`src/rtl/dma_flag_pkg.sv`:
```
package dma_flag_pkg;
  localparam int NUM_STREAMS = 8;
  localparam int WORD_W      = 32;
  localparam int SLOT_W      = 6;
  localparam int PER_WORD    = 4;
  localparam int NUM_KINDS   = 4;

  // kind index inside the compact flag vector
  localparam int K_FE  = 0;
  localparam int K_DME = 1;
  localparam int K_TE  = 2;
  localparam int K_TC  = 3;

  // used read bits of one slot: 5,3,2,0
  localparam logic [SLOT_W-1:0] SLOT_USED = 6'b101101;

  function automatic int slot_lsb(input int s);
    return (((s & 2) != 0) ? 16 : 0) + (((s & 1) != 0) ? 6 : 0);
  endfunction

  function automatic logic [WORD_W-1:0] word_used_mask();
    logic [WORD_W-1:0] m;
    m = '0;
    for (int s = 0; s < PER_WORD; s++) m[slot_lsb(s) +: SLOT_W] = SLOT_USED;
    return m;
  endfunction
endpackage

```
`src/rtl/dma_flag_slot.sv`:
```
module dma_flag_slot
  import dma_flag_pkg::*;
(
  input  logic                 clk_i,
  input  logic                 rst_ni,
  input  logic [NUM_KINDS-1:0] set_i,
  input  logic [SLOT_W-1:0]    clr_i,
  input  logic [NUM_KINDS-1:0] en_i,
  output logic [SLOT_W-1:0]    slot_o,
  output logic                 irq_o
);
  logic [NUM_KINDS-1:0] flag_q;
  logic [NUM_KINDS-1:0] clr_k;
  logic                 unused_clr;

  assign clr_k      = {clr_i[5], clr_i[3], clr_i[2], clr_i[0]};
  assign unused_clr = clr_i[1] ^ clr_i[4];

  // set has priority over clear
  always_ff @(posedge clk_i or negedge rst_ni) begin
    if (!rst_ni) flag_q <= '0;
    else         flag_q <= (flag_q & ~clr_k) | set_i;
  end

  always_ff @(posedge clk_i or negedge rst_ni) begin
    if (!rst_ni) irq_o <= 1'b0;
    else         irq_o <= |(flag_q & en_i);
  end

  assign slot_o = {flag_q[K_TC], 1'b0, flag_q[K_TE], flag_q[K_DME], 1'b0, flag_q[K_FE]};

  for (genvar k = 0; k < NUM_KINDS; k++) begin : g_chk
    p_evt_sets_r2: assert property (@(posedge clk_i) disable iff (!rst_ni)
      set_i[k] |=> flag_q[k]);
    p_set_wins_r7: assert property (@(posedge clk_i) disable iff (!rst_ni)
      (set_i[k] && clr_k[k]) |=> flag_q[k]);
    p_clear_r4: assert property (@(posedge clk_i) disable iff (!rst_ni)
      (clr_k[k] && !set_i[k]) |=> !flag_q[k]);
    p_sticky_r9: assert property (@(posedge clk_i) disable iff (!rst_ni)
      (flag_q[k] && !clr_k[k]) |=> flag_q[k]);
    p_irq_on_r8: assert property (@(posedge clk_i) disable iff (!rst_ni)
      (flag_q[k] && en_i[k]) |=> irq_o);
  end
  p_irq_off_r8: assert property (@(posedge clk_i) disable iff (!rst_ni)
    !(|(flag_q & en_i)) |=> !irq_o);
endmodule

```
`src/rtl/dma_flag_regif.sv`:
```
module dma_flag_regif
  import dma_flag_pkg::*;
(
  input  logic                                rst_ni,
  input  logic                                req_i,
  input  logic                                we_i,
  input  logic [1:0]                          addr_i,
  input  logic [WORD_W-1:0]                   wdata_i,
  input  logic [NUM_STREAMS-1:0][SLOT_W-1:0]  slot_i,
  output logic [NUM_STREAMS-1:0][SLOT_W-1:0]  clr_o,
  output logic [WORD_W-1:0]                   rdata_o
);
  localparam int NUM_WORDS = NUM_STREAMS / PER_WORD;
  localparam logic [WORD_W-1:0] USED = word_used_mask();

  logic [NUM_WORDS-1:0][WORD_W-1:0] stat_w;
  logic [NUM_WORDS-1:0][WORD_W-1:0] clr_w;
  logic                             unused_wdata;

  // addr[1] selects clear words, addr[0] selects high half
  for (genvar w = 0; w < NUM_WORDS; w++) begin : g_word
    assign clr_w[w] = (req_i && we_i && addr_i[1] && (addr_i[0] == w[0])) ? wdata_i : '0;
  end

  for (genvar s = 0; s < NUM_STREAMS; s++) begin : g_slot
    localparam int LSB = slot_lsb(s);
    localparam int WI  = s / PER_WORD;
    assign clr_o[s] = clr_w[WI][LSB +: SLOT_W];
  end

  always_comb begin
    stat_w = '0;
    for (int s = 0; s < NUM_STREAMS; s++)
      stat_w[s / PER_WORD][slot_lsb(s) +: SLOT_W] = slot_i[s] & SLOT_USED;
  end

  assign rdata_o      = addr_i[1] ? '0 : stat_w[addr_i[0]];
  assign unused_wdata = ^(wdata_i & ~USED);

  always_comb begin
    if (rst_ni) begin
      p_reserved_zero_r6: assert ((rdata_o & ~USED) == '0);
      if (addr_i[1]) p_clr_reads_zero_r5: assert (rdata_o == '0);
    end
  end
endmodule

```
`src/rtl/dma_flag_bank.sv`:
```
module dma_flag_bank
  import dma_flag_pkg::*;
(
  input  logic              clk_i,
  input  logic              rst_ni,
  input  logic [7:0]        evt_tc_i,
  input  logic [7:0]        evt_te_i,
  input  logic [7:0]        evt_dme_i,
  input  logic [7:0]        evt_fe_i,
  input  logic [7:0]        ien_tc_i,
  input  logic [7:0]        ien_te_i,
  input  logic [7:0]        ien_dme_i,
  input  logic [7:0]        ien_fe_i,
  input  logic              req_i,
  input  logic              we_i,
  input  logic [1:0]        addr_i,
  input  logic [31:0]       wdata_i,
  output logic [31:0]       rdata_o,
  output logic [7:0]        irq_o
);
  logic [NUM_STREAMS-1:0][SLOT_W-1:0] slot_w;
  logic [NUM_STREAMS-1:0][SLOT_W-1:0] clr_w;

  dma_flag_regif u_regif (
    .rst_ni  (rst_ni),
    .req_i   (req_i),
    .we_i    (we_i),
    .addr_i  (addr_i),
    .wdata_i (wdata_i),
    .slot_i  (slot_w),
    .clr_o   (clr_w),
    .rdata_o (rdata_o)
  );

  for (genvar s = 0; s < NUM_STREAMS; s++) begin : g_stream
    logic [NUM_KINDS-1:0] set_s, en_s;
    assign set_s = {evt_tc_i[s], evt_te_i[s], evt_dme_i[s], evt_fe_i[s]};
    assign en_s  = {ien_tc_i[s], ien_te_i[s], ien_dme_i[s], ien_fe_i[s]};

    dma_flag_slot u_slot (
      .clk_i  (clk_i),
      .rst_ni (rst_ni),
      .set_i  (set_s),
      .clr_i  (clr_w[s]),
      .en_i   (en_s),
      .slot_o (slot_w[s]),
      .irq_o  (irq_o[s])
    );
  end
endmodule

```
`config.mk`:
```
export PLATFORM = sky130hd
export DESIGN_NAME = dma_flag_bank
export DESIGN_NICKNAME = d
export VERILOG_FILES = /design/src/rtl/dma_flag_pkg.sv /design/src/rtl/dma_flag_slot.sv /design/src/rtl/dma_flag_regif.sv /design/src/rtl/dma_flag_bank.sv
export SDC_FILE = /design/constraint.sdc
export NUM_CORES = 1
export LEC_CHECK = 0
export BUFFER_PORTS_ARGS = -buffer_cell sky130_fd_sc_hd__buf_2
export CAP_MARGIN = 20
export CORE_MARGIN = 3
export CORE_UTILIZATION = 42
export DETAILED_ROUTE_END_ITERATION = 7
export PLACE_DENSITY_LB_ADDON = 0.3
export SLEW_MARGIN = 20
export SYNTH_ARGS = -nofsm -noshare
export SYNTH_HDL_FRONTEND = slang
export SYNTH_SLANG_ARGS = --single-unit
```
`constraint.sdc`:
```
create_clock -name clk_i -period 0.9 [get_ports clk_i]
set_clock_uncertainty 0.05 [all_clocks]
set_input_delay 0.135 -clock clk_i [delete_from_list [all_inputs] [get_ports clk_i]]
set_output_delay 0.135 -clock clk_i [all_outputs]
set_load 0.02 [all_outputs]
```
==> metrics.md <==
| Metric | Value |
|---|---|
| Status | finished with violations |
| Failing checks | setup timing |
| Vias in the first global route | 2205 |
| Total die area | 5840 µm² |
| Commonest non-fill, non-tap cell in the layout | buf_2 |
| Total gr overflow | 0 |
| Core area | 4560 µm² |
| HP Class | input port to register |
| Post-DR vias/cell | about 4.8 |
| Rows | 24 |
| Share of layout cells above drive strength 1 | approximately half |
| Via count | 2148 |
| Clock Sinks | 40 |
| Met3 WL post-DR | a little over 400 µm |
| Distinct cells, synth | 14 |
| 1st-pass router iterations | 4 |
| # DRC | 0 |
| Final worst path period share | 142% |
| Io pins | roughly 140 |
| Initial antenna violation count | 0 |
| Remaining antenna violation count | 0 |
| Synthesized flop and latch total | 40 |
| Final setup violation count | 33 |
| Critical setup path kind | register to primary output |
| Post-synthesis sequential area ratio | between 40% and 50% |
| Clock latency at the later pin of the worst-skew pair | roughly 290 ps |
| Initial Util | between 40% and 50% |
| Endpoint class of the critical path | primary output |
| Worst IR Drop VDD | 0.848 mV |
| Slowest CP cell | dfrtp_1 |
| M1 WL | approximately 2700 µm |
| Worst Path Required | 710 ps |
| Unrepaired setup endpoints after global routing | yes |
| WL final | about 6700 µm |
| Fin. Hold Viols | 0 |
| Final Max Slew Viols | 0 |
| MaxCap Viol Count | 0 |
| Metal2 WL | between 3000 and 4000 µm |
| Final Util | between 70% and 80% |
| Leak | roughly 1.7 nW |
| Buf/Inv on CP | 1 |
| CTS Root Cell | clkbuf_8 |
| Highest-count cells in the layout ignoring fill and taps | buf_2 (91), dfrtp_1 (40), buf_6 (38) |
| Die X | around 76 µm |
| CTS buffer count | 5 |
| Post-Syn Area | about 2100 µm² |
| Peak Freq | approximately 780 MHz |
| Setup slack, reg-to-reg | -150 ps |
| Final #Nets | roughly 490 |
| Yosys warns | 0 |
| Setup TNS | -6310 ps |
| Placed Area | approximately 2800 µm² |
| Die H | about 76 µm |
| Total GRT Usage | 22.3% |
| CTS tree | yes |
| Top Family by Delay on Critical Path | flip-flops |
| Critical Path, Cell by Cell | mux2i_1, nor2_1, buf_2 |
| First-pass GRT wire length | slightly above 10000 µm |
| Max Root-Sink Buffers | 2 |
| Max incr delay on CP | approximately 400 ps |
| Drt initial violations | between 80 and 90 |
| Pwr Density | roughly 1100 nW/µm² |
| Finished Cell Area | roughly 3500 µm² |
| Final min period | between 1000 and 1500 ps |
| # diodes | 0 |
| Pre-CTS setup slack | -148 ps |
| Largest net degree at the start of global routing | 41 |
| Worst Path Arrival | about 1100 ps |
| Crit path launch type | register |
| Clock transition at path regs | roughly 70 ps |
| Area grow syn2layout | 67.1% |
| Wirelength per Cell | between 10 and 15 µm |
| H-tree Lvls | 2 |
| Critical path fanouts, max | 2 |
| Port Buffers | 109 |
| Post-synthesis cell count | 227 |
| Post-DP HPWL | between 4000 and 5000 µm |
| Uppermost routed layer | met4 |
| Setup WS post-layout | -378 ps |
| Mean Syn Cell Area | ~9.2 µm² |
| Routability Congestion | between 0.7 and 0.8 |
[through the flow]
stage	hold slack, ps	power [mW]	instances
final	1.21	3.89	450
after floorplan	-211	2.31	242
after CTS	3.90	3.86	450
after global placement	68.5	2.64	412
after global routing	8.98	4.04	450
after detailed placement	73.5	2.65	412
[flip-flops by register name, indices dropped and copies added, names as in the netlist]
signal	count
g_stream.u_slot.irq_o	8
g_stream.u_slot.flag_q	32
[cells by family (layout without fill, tap and decap cells)]
kind of cell	after synthesis	in the layout	synth area share [%]
simple gates	58	58	11.0
other cells	1	16	0.180
buf+inv	64	207	17.7
compound gates	48	48	15.4
flops	40	40	48.0
mux	16	16	7.69
[Yosys cell counts]
cell type	instances	area share [%]
and4b_1	1	0.48
nand2_1	8	1.4
mux2i_1	16	7.7
buf_4	26	9.4
a22oi_1	16	5.8
conb_1	1	0.18
clkbuf_2	1	0.24
nor2_1	48	8.6
dfrtp_1	40	48
and4_1	1	0.42
inv_1	32	5.8
clkbuf_1	1	0.18
buf_6	4	2.2
a31oi_1	32	9.6
[what timing repair did]
item                                   CTS  global route
pin swaps                                7            10
resized for setup                       55            26
endpoints found under the hold margin   62             0
hold buffers                            15             0
setup buffers                           19             6
setup endpoints to repair               30            42
[path summary, 6_finish.rpt]
kind	depth (start not counted)	start	end
min reg2reg	2	g_stream[0].u_slot.flag_q[3]	g_stream[0].u_slot.irq_o
max in group asynchronous	3	rst_ni	g_stream[0].u_slot.flag_q[3]
min	3	ien_dme_i[0]	g_stream[0].u_slot.irq_o
min in group asynchronous	3	rst_ni	g_stream[1].u_slot.flag_q[1]
max reg2reg	4	g_stream[2].u_slot.flag_q[2]	g_stream[2].u_slot.irq_o
max	3	g_stream[4].u_slot.flag_q[1]	rdata_o[2]
[where the power goes]
group	internal (mW)	leakage (nW)	switching, mW	total [mW]
sequential	1.84	0.360	0.0267	1.87
clock	0.500	0.0359	0.569	1.07
combinational	0.474	1.28	0.477	0.951
total	2.81	1.68	1.07	3.89
[worst register-to-register path, stage by stage (launching register included)]
cell and delay (ps):
dfrtp_1 400, buf_6 130, buf_6 100, a22oi_2 170
nand2_1 80
[layer usage]
layer  track usage (%)  vias up
met2              37.9       90
met4              9.42        0
met1              27.5      999
li1                  -     1044
met5                 0        -
met3              4.26       15
[layout make-up]
| type | instances | area (µm²) |
|---|---|---|
| inverter | 32 | 120 |
| multi-input combinational | 138 | 895 |
| timing repair buffer | 170 | 1320 |
| fill | 332 | 1080 |
| sequential | 40 | 1000 |
| tap | 65 | 81.3 |
| clock buffer | 5 | 68.8 |
Note: power is estimated with default switching activity, not from simulation.
